===== config.mk =====
export PLATFORM = sky130hd
export DESIGN_NAME = mdio_mgmt_ctrl
export DESIGN_NICKNAME = d
export VERILOG_FILES = /design/src/rtl/mdio_mgmt_pkg.sv /design/src/rtl/mdio_clkdiv.sv /design/src/rtl/mdio_frame_engine.sv /design/src/rtl/mdio_done_irq.sv /design/src/rtl/mdio_mgmt_ctrl.sv
export SDC_FILE = /design/constraint.sdc
export NUM_CORES = 1
export LEC_CHECK = 0
export BUFFER_PORTS_ARGS = -buffer_cell sky130_fd_sc_hd__buf_2
export CAP_MARGIN = 20
export CORE_AREA = 2 2 100 102
export DETAILED_ROUTE_END_ITERATION = 8
export DIE_AREA = 0 0 102 104
export GPL_TIMING_DRIVEN = 0
export PLACE_DENSITY = 0.83
export SKIP_LAST_GASP = 1
export SYNTH_ARGS = -nofsm -noshare
export SYNTH_HDL_FRONTEND = slang
export SYNTH_SLANG_ARGS = --single-unit
export TNS_END_PERCENT = 10

===== constraint.sdc =====
create_clock -name clk -period 5.7 [get_ports clk]
set_clock_uncertainty 0.1 [all_clocks]
set_input_delay 0.285 -clock clk [delete_from_list [all_inputs] [get_ports clk]]
set_output_delay 0.285 -clock clk [all_outputs]
set_load 0.03 [all_outputs]

===== src/rtl/mdio_mgmt_pkg.sv =====
package mdio_mgmt_pkg;
   // register byte offsets
   localparam logic [7:0] CMD_OFF   = 8'h00;
   localparam logic [7:0] CAUSE_OFF = 8'h7C;
   localparam logic [7:0] MASK_OFF  = 8'h80;
   // command word field positions
   localparam int DATA_W    = 16;
   localparam int ADR_W     = 5;
   localparam int PHY_LSB   = 16;
   localparam int REG_LSB   = 21;
   localparam int OP_BIT    = 26;
   localparam int DONE_BIT  = 4;
   // frame layout
   localparam int FRAME_LEN = 64;
   localparam int TA_IDX    = 46;
   localparam int DATA_IDX  = 48;

   typedef enum logic {
      OP_WRITE = 1'b0,
      OP_READ  = 1'b1
   } mdio_op_e;
endpackage


===== src/rtl/mdio_clkdiv.sv =====
module mdio_clkdiv #(
   parameter int DIV_HALF = 40
) (
   input  logic clk,
   input  logic rst_n,
   input  logic en,
   output logic mdc,
   output logic rise_tick,
   output logic fall_tick
);
   localparam int CW = $clog2(DIV_HALF);

   logic [CW-1:0] cnt;
   logic          wrap;

   assign wrap      = en && (cnt == CW'(DIV_HALF - 1));
   assign rise_tick = wrap && !mdc;
   assign fall_tick = wrap && mdc;

   always_ff @(posedge clk or negedge rst_n) begin
      if (!rst_n) begin
         cnt <= '0;
         mdc <= 1'b0;
      end else if (!en) begin
         cnt <= '0;
         mdc <= 1'b0;
      end else if (wrap) begin
         cnt <= '0;
         mdc <= ~mdc;
      end else begin
         cnt <= cnt + 1'b1;
      end
   end

   AST_MDC_LOW_IDLE: assert property (@(posedge clk) disable iff (!rst_n)
      !en |=> !mdc);
endmodule


===== src/rtl/mdio_frame_engine.sv =====
module mdio_frame_engine
   import mdio_mgmt_pkg::*;
#(
   parameter int DIV_HALF    = 40,
   parameter int SYNC_STAGES = 2
) (
   input  logic              clk,
   input  logic              rst_n,
   input  logic              start,
   input  logic              op_read,
   input  logic [ADR_W-1:0]  phy,
   input  logic [ADR_W-1:0]  regad,
   input  logic [DATA_W-1:0] wdata,
   input  logic              mdio_i,
   output logic              mdc,
   output logic              mdio_o,
   output logic              mdio_oe,
   output logic              active,
   output logic              done,
   output logic [DATA_W-1:0] rd_data,
   output logic              ta_ok
);
   localparam int IW = $clog2(FRAME_LEN);

   if (DIV_HALF < 2) begin : g_bad_div
      $error("DIV_HALF must be at least 2");
   end
   if (SYNC_STAGES >= DIV_HALF) begin : g_bad_sync
      $error("SYNC_STAGES must be below DIV_HALF");
   end

   logic mdio_s;
   if (SYNC_STAGES == 0) begin : g_nosync
      assign mdio_s = mdio_i;
   end else begin : g_sync
      logic [SYNC_STAGES-1:0] ff;
      always_ff @(posedge clk or negedge rst_n) begin
         if (!rst_n) ff <= '1;
         else        ff <= (ff << 1) | SYNC_STAGES'(mdio_i);
      end
      assign mdio_s = ff[SYNC_STAGES-1];
   end

   logic rise_tick, fall_tick;
   mdio_clkdiv #(.DIV_HALF(DIV_HALF)) u_div (
      .clk(clk), .rst_n(rst_n), .en(active),
      .mdc(mdc), .rise_tick(rise_tick), .fall_tick(fall_tick)
   );

   logic [FRAME_LEN-1:0] sh;
   logic [IW-1:0]        idx;
   logic                 op_q;
   logic [FRAME_LEN-1:0] frame;

   assign frame = {32'hFFFF_FFFF, 2'b01, (op_read ? 2'b10 : 2'b01), phy, regad,
                   2'b10, (op_read ? 16'hFFFF : wdata)};
   assign mdio_o = sh[FRAME_LEN-1];

   always_ff @(posedge clk or negedge rst_n) begin
      if (!rst_n) begin
         active  <= 1'b0;
         idx     <= '0;
         sh      <= '0;
         op_q    <= 1'b0;
         mdio_oe <= 1'b0;
         done    <= 1'b0;
         rd_data <= '0;
         ta_ok   <= 1'b0;
      end else begin
         done <= 1'b0;
         if (!active) begin
            if (start) begin
               active  <= 1'b1;
               idx     <= '0;
               op_q    <= op_read;
               sh      <= frame;
               mdio_oe <= 1'b1;
               ta_ok   <= 1'b0;
            end
         end else begin
            if (rise_tick && op_q) begin
               if (idx == IW'(TA_IDX + 1)) ta_ok <= !mdio_s;
               if (idx >= IW'(DATA_IDX))   rd_data <= {rd_data[DATA_W-2:0], mdio_s};
            end
            if (fall_tick) begin
               if (idx == IW'(FRAME_LEN - 1)) begin
                  active  <= 1'b0;
                  done    <= 1'b1;
                  mdio_oe <= 1'b0;
               end else begin
                  idx     <= idx + 1'b1;
                  sh      <= {sh[FRAME_LEN-2:0], 1'b0};
                  mdio_oe <= !(op_q && (idx >= IW'(TA_IDX - 1)));
               end
            end
         end
      end
   end

   AST_READ_RELEASE: assert property (@(posedge clk) disable iff (!rst_n)
      (active && op_q && idx >= IW'(TA_IDX)) |-> !mdio_oe);
   AST_DONE_AFTER_ACTIVE: assert property (@(posedge clk) disable iff (!rst_n)
      done |-> $past(active));
endmodule


===== src/rtl/mdio_done_irq.sv =====
module mdio_done_irq (
   input  logic clk,
   input  logic rst_n,
   input  logic done,
   input  logic cause_we,
   input  logic mask_we,
   input  logic wr_bit,
   output logic cause,
   output logic mask,
   output logic irq
);
   always_ff @(posedge clk or negedge rst_n) begin
      if (!rst_n) begin
         cause <= 1'b0;
         mask  <= 1'b0;
      end else begin
         if (done)          cause <= 1'b1;
         else if (cause_we) cause <= cause & wr_bit;
         if (mask_we)       mask  <= wr_bit;
      end
   end

   assign irq = cause & mask;

   AST_CAUSE_ON_DONE: assert property (@(posedge clk) disable iff (!rst_n)
      done |=> cause);
endmodule


===== src/rtl/mdio_mgmt_ctrl.sv =====
module mdio_mgmt_ctrl
   import mdio_mgmt_pkg::*;
#(
   parameter int ADDR_W      = 8,
   parameter int DIV_HALF    = 40,
   parameter int SYNC_STAGES = 2
) (
   input  logic              clk,
   input  logic              rst_n,
   input  logic [ADDR_W-1:0] bus_addr,
   input  logic              bus_we,
   input  logic [31:0]       bus_wdata,
   output logic [31:0]       bus_rdata,
   output logic              mdc,
   output logic              mdio_o,
   output logic              mdio_oe,
   input  logic              mdio_i,
   output logic              irq
);
   if (ADDR_W < 8) begin : g_bad_addr
      $error("ADDR_W must reach offset 0x80");
   end

   logic [DATA_W-1:0] cmd_data;
   logic [ADR_W-1:0]  cmd_phy, cmd_reg;
   mdio_op_e          cmd_op;
   logic              cmd_rvalid, busy, start_q;
   logic              eng_active, eng_done, ta_ok;
   logic [DATA_W-1:0] rd_data;
   logic              cause, mask;
   logic              sel_cmd, sel_cause, sel_mask;
   logic              unused_bits;

   assign sel_cmd   = bus_we && (bus_addr == ADDR_W'(CMD_OFF));
   assign sel_cause = bus_we && (bus_addr == ADDR_W'(CAUSE_OFF));
   assign sel_mask  = bus_we && (bus_addr == ADDR_W'(MASK_OFF));
   assign unused_bits = ^{bus_wdata[31:27], eng_active};

   always_ff @(posedge clk or negedge rst_n) begin
      if (!rst_n) begin
         cmd_data   <= '0;
         cmd_phy    <= '0;
         cmd_reg    <= '0;
         cmd_op     <= OP_WRITE;
         cmd_rvalid <= 1'b0;
         busy       <= 1'b0;
         start_q    <= 1'b0;
      end else begin
         start_q <= 1'b0;
         if (sel_cmd && !busy) begin
            cmd_data   <= bus_wdata[DATA_W-1:0];
            cmd_phy    <= bus_wdata[PHY_LSB +: ADR_W];
            cmd_reg    <= bus_wdata[REG_LSB +: ADR_W];
            cmd_op     <= mdio_op_e'(bus_wdata[OP_BIT]);
            cmd_rvalid <= 1'b0;
            busy       <= 1'b1;
            start_q    <= 1'b1;
         end else if (eng_done) begin
            busy <= 1'b0;
            if (cmd_op == OP_READ) begin
               cmd_data   <= rd_data;
               cmd_rvalid <= ta_ok;
            end
         end
      end
   end

   mdio_frame_engine #(.DIV_HALF(DIV_HALF), .SYNC_STAGES(SYNC_STAGES)) u_eng (
      .clk(clk), .rst_n(rst_n), .start(start_q), .op_read(cmd_op == OP_READ),
      .phy(cmd_phy), .regad(cmd_reg), .wdata(cmd_data), .mdio_i(mdio_i),
      .mdc(mdc), .mdio_o(mdio_o), .mdio_oe(mdio_oe), .active(eng_active),
      .done(eng_done), .rd_data(rd_data), .ta_ok(ta_ok)
   );

   mdio_done_irq u_irq (
      .clk(clk), .rst_n(rst_n), .done(eng_done), .cause_we(sel_cause),
      .mask_we(sel_mask), .wr_bit(bus_wdata[DONE_BIT]),
      .cause(cause), .mask(mask), .irq(irq)
   );

   always_comb begin
      bus_rdata = '0;
      if (bus_addr == ADDR_W'(CMD_OFF))
         bus_rdata = {3'b000, busy, cmd_rvalid, cmd_op, cmd_reg, cmd_phy, cmd_data};
      else if (bus_addr == ADDR_W'(CAUSE_OFF))
         bus_rdata = 32'(cause) << DONE_BIT;
      else if (bus_addr == ADDR_W'(MASK_OFF))
         bus_rdata = 32'(mask) << DONE_BIT;
   end

   AST_RVALID_IDLE: assert property (@(posedge clk) disable iff (!rst_n)
      cmd_rvalid |-> !busy);
   AST_BUSY_IGNORES_CMD: assert property (@(posedge clk) disable iff (!rst_n)
      (busy && sel_cmd) |=> ($stable(cmd_phy) && $stable(cmd_reg) && $stable(cmd_op)));
endmodule


* After elaboration in Yosys (flattened, before gate mapping) *
Cells that the tools add are included.
Widths: inputs -> output; s select.

word-level totals
  register bits after elaboration = 132
  input port bits = 44
  output and inout port bits = 36
  logic and storage cells = 106

operators by class
  add/subtract/negate cells = 2
  order comparisons = 2
  equality and inequality tests = 10
  muxes and demuxes = 43
  bitwise operators = 5
  reduce and logical (&&, ||, !) cells = 24

operator list
  kind                 count
  $mux 64              4
  $mux 16              4
  $mux 6               6
  $mux 29              1
  $mux 1               25
  $eq 6x6->1 const B   3
  $add 6x1->6 const B  2
  $ge 6x6->1 const B   2
  $mux 5               2
  $ne 2x2->1 const B   5
  $logic_and 1x1->1    9
  $reduce_and 3->1     3
  $eq 8x7->1 const B   1
  $eq 8x8->1 const B   1
  $logic_not 8->1      1
  $reduce_bool 2->1    4
  $reduce_and 2->1     3
  $logic_not 1->1      4
  $and 1x1->1          2
  $mux 2               1
  $not 1->1            2
  $or 2x1->2           1

* Depth between registers and ports, before layout *
  word-level depth = 6
  gate-level depth with buffers = 8
  mapped depth without buffers = 6

* By module *
Synthesis repeated with hierarchy kept, for this count alone.

second synthesis, totals
  cells, all modules = 553
  area total of the unflattened synthesis = 5,977.0 µm²

modules (own cells, without submodules)
  module             times used  cells each  area an instance (µm²)  sequential area each (µm²)
  mdio_frame_engine  1           379         3,867.5                 2,329.7
  mdio_mgmt_ctrl     1           139         1,699.1                 750.7
  mdio_clkdiv        1           29          325.3                   175.2
  mdio_done_irq      1           6           85.1                    50.0

* Least setup slack after synthesis *
OpenSTA, ideal clock, no wires.

  path kind = input port to output port
  from = input bus_addr[7]
  to = output bus_rdata[4]
  arrival time = 1.597 ns
  data required time = 5.315 ns
  path slack = 3.718 ns
  cell stages on the path = 4
  path buffers = 0
  cells stage by stage = nand4b_1 -> nor4_1 -> a21oi_1 -> a221oi_1

on the way
  word-level cells in the longest chain between the ends = 4
  elaborated cells between the ends (all ways) = 6
  those cells by class = eq/ne: 2; mux: 3; reduce/logical: 1

ends and longest elaborated chain
  what             line                  text
  start, declared  mdio_mgmt_ctrl.sv:10  input logic [ADDR_W-1:0] bus_addr,
  $eq 8x8->1       mdio_mgmt_ctrl.sv:87  else if (bus_addr == ADDR_W'(MASK_OFF))
  $mux 5           mdio_mgmt_ctrl.sv:87
  $mux 5           mdio_mgmt_ctrl.sv:85  else if (bus_addr == ADDR_W'(CAUSE_OFF))
  $mux 29 (*)      mdio_mgmt_ctrl.sv:83  if (bus_addr == ADDR_W'(CMD_OFF))
  end, declared    mdio_mgmt_ctrl.sv:13  output logic [31:0] bus_rdata,

Mark *: on every way between the ends. The rest lies on a longest branch, timed or not.

* Final worst setup path *
  from = input bus_addr[1]
  to = output bus_rdata[20]

on the way
  word-level cells in the longest chain between the ends = 2

ends and longest elaborated chain
  what             line
  $logic_not 8->1  mdio_mgmt_ctrl.sv:83
  $mux 29          mdio_mgmt_ctrl.sv:83

No other way between the ends.

==> flow_summary.json <==
{
  "wire_per_inst_um": 17.2,
  "totalPowerFinal_w": 0.00213,
  "ys.flop_type": "dfrtp_1",
  "drt_wl_total_mm": 13.1,
  "numCtsBuffers": 17,
  "r2r_start": "u_eng.idx[0]",
  "cp_max_fo": 10,
  "grt_pass1_vias": 4534,
  "setup_viol": 0,
  "die_y_um": 104,
  "synthDistinctLibCells": 46,
  "synthesis.area_mm2": 0.00567,
  "cp_data_arrival_time_ps": 2200,
  "max_clock_freq_ghz": 0.386,
  "rsz0062_at_grt": "no",
  "critPathCaptureType": "output pin",
  "synthCells": 492,
  "largest_reg_flops": 64,
  "ctsHoldBuffers": 30,
  "cts_root_buffer": "clkbuf_8",
  "syn-mean-instance-area_um2": 11.5,
  "slew-limit-headroom_pct": 56.2,
  "cts_sinks": 132,
  "top_regs": "u_eng.sh: 64 flops, cmd_data: 16 flops, u_eng.rd_data: 16 flops",
  "firstDrtPassIters": 5,
  "drc": 0,
  "final_common_cell": "dfrtp_1",
  "via_per_inst": 5.65,
  "startpoint": "bus_addr[1]",
  "critPathBufInv": 4,
  "seq_area_frac_synth_pct": 58.3,
  "mostFrequentLayoutCells": "dfrtp_1 (130), buf_2 (85), nand2_1 (62)",
  "cts_max_path_buffers": 2,
  "areaGrowthSynthToFinish_pct": 24.7,
  "synth-seq-cells": 132,
  "setup_tns_ps": 0,
  "postSynth.asyncResetShare_pct": 100,
  "grt_pass1_wl_mm": 21.8,
  "fillerInstances": 636,
  "cts_tree": "done",
  "fp-row-count": 36,
  "cp_slowest_cell": "clkbuf_1",
  "vias": 4298,
  "drive_gt1_share_pct": 26.1,
  "drtIter0Drc": 187,
  "post_cts_buffers": 0,
  "antennaDiodeCount": 0,
  "yosysWarnings": 0,
  "status": "finished, final reports clean",
  "grt_overflow_total": 0,
  "worst_slew_pin_slew_ps": 657,
  "synth_edf_count": 0,
  "ant_nets": 0,
  "max-cap-violations": 0,
  "path_class": "input pin to output pin",
  "start_util_pct": 59.4,
  "final_nets": 663,
  "power_density_mw_per_mm2": 302,
  "track_usage_pct": 26.8,
  "period_share_pct": 45.4,
  "crit_chain": "buf_2 > nor4_1 > and3b_1 > clkbuf_1 > clkbuf_1 > and2_1 > buf_2",
  "h-tree-depth": 4,
  "antenna_found_initial": 0,
  "clk_pin_slew_ps": 60,
  "slowest_delay_ps": 420,
  "core-area_mm2": 0.00955,
  "top_register": "u_eng.sh",
  "p_leak_nw": 3.48,
  "fin_crit_ps": 2590,
  "cts_resized": 0,
  "hp-start": "bus_addr[1]",
  "ioPinCount": 80,
  "dieArea_mm2": 0.0106,
  "hold_class": "input pin to flop",
  "maxSlewViolCount": 0,
  "clk_latency_ps": 520,
  "critPathLaunchType": "input pin",
  "grt_max_degree": 77,
  "finalHoldViolCount": 0,
  "port_buffers": 71,
  "die_x_um": 102,
  "peakVddDrop_mv": 0.207,
  "cp_data_required_time_ps": 5320,
  "gp_congestion": 0.851,
  "hpwl_mm": 8.20,
  "cp_top_family": "buffers and inverters"
}
[power by group]
| part | total, W | internal [W] | leakage [nW] | switching [W] |
|---|---|---|---|---|
| clock | 0.000974 | 0.000569 | 0.264 | 0.000405 |
| sequential | 0.00102 | 0.000985 | 1.73 | 0.0000333 |
| combinational | 0.000141 | 0.0000678 | 1.49 | 0.0000727 |
| total | 0.00213 | 0.00162 | 3.48 | 0.000511 |
[area by class of cell]
type | count | area, um^2 | share of cell area (%)
Inverter | 6 | 22.5 | 0.318
Clock inverter | 11 | 78.8 | 1.11
Multi-Input combinational cell | 322 | 2170 | 30.7
Buffer | 34 | 176 | 2.49
Clock buffer | 21 | 459 | 6.49
Tap cell | 133 | 166 | 2.35
Timing Repair Buffer | 102 | 689 | 9.75
Sequential cell | 132 | 3310 | 46.7
[cells by family (layout without fill, tap and decap cells)]
logic type | after synthesis | count (layout) | share of synthesized area (%)
AO/OA/AOI/OAI | 114 | 114 | 13.3
buffers and inverters | 40 | 174 | 3.51
multiplexers | 56 | 56 | 10.5
adder cells (fa/ha/maj) | 4 | 4 | 0.883
flip-flops | 132 | 132 | 58.3
other | 1 | 3 | 0.0661
AND/OR/NAND/NOR | 139 | 139 | 12.5
XOR/XNOR | 6 | 6 | 0.927
[worst paths after layout]
| kind | slack, ps | to | cells past startpoint |
|---|---|---|---|
| hold reg to reg | 260 | u_eng.g_sync.ff[1] | 0 |
| setup / recovery | 3110 | bus_rdata[20] | 7 |
| setup reg to reg | 3310 | u_eng.sh[18] | 6 |
| max in group asynchronous | 4580 | u_eng.g_sync.ff[0] | 3 |
| hold / removal | 40 | u_irq.cause | 5 |
| min in group asynchronous | 190 | u_eng.u_div.cnt[2] | 2 |
[per-layer routing]
layer  vias up  track usage [%]  routed length [um]
met3        44             6.18                 516
met5         -                0                   0
met1      2135             32.5                5240
met2       133             44.2                6830
li1       1986                -                   -
met4         0             13.8                 497
[metrics by stage]
step | hold slack [ps] | setup slack [ps] | instance area, um^2 | instances | util (%)
after global placement | 246 | 2630 | 6200 | 698 | 64.9
after CTS | 14.4 | 3170 | 7070 | 761 | 74.1
after detailed placement | 181 | 3170 | 6230 | 699 | 65.3
after global routing | 63.7 | 3030 | 7070 | 761 | 74.1
after floorplan | -111 | 3720 | 5680 | 494 | -
final | 35.7 | 3110 | 7070 | 761 | 74.1
[synthesized netlist by cell type (all sizes together) (2+ instances only)]
cell type,instances,area [um^2]
a21oi,5,28.8
nor2,14,52.6
xnor2,2,17.5
dfrtp,130,3250
clkbuf,12,45.0
nand3,11,55.1
a31oi,3,18.8
a22o,2,17.5
and3b,2,17.5
xor2,4,35.0
buf,22,131
nand2,63,239
mux2i,28,280
o21ai,50,258
nor4,2,12.5
and2,30,188
inv,6,22.5
or2,2,12.5
o22a,34,298
or4,2,15.0
nor3,3,20.0
mux2,28,315
ha,4,50.1
o22ai,16,100
dfstp,2,52.6
nand2b,2,12.5
[worst reg2reg max path, stage by stage (launching register included)]
cell and delay [ps]:
dfrtp_1 450, ha_1 230, nand3_1 210, or2_2 410
a21oi_2 260, clkbuf_1 370, o21ai_0 210
Note: power is estimated with default switching activity, not from simulation.
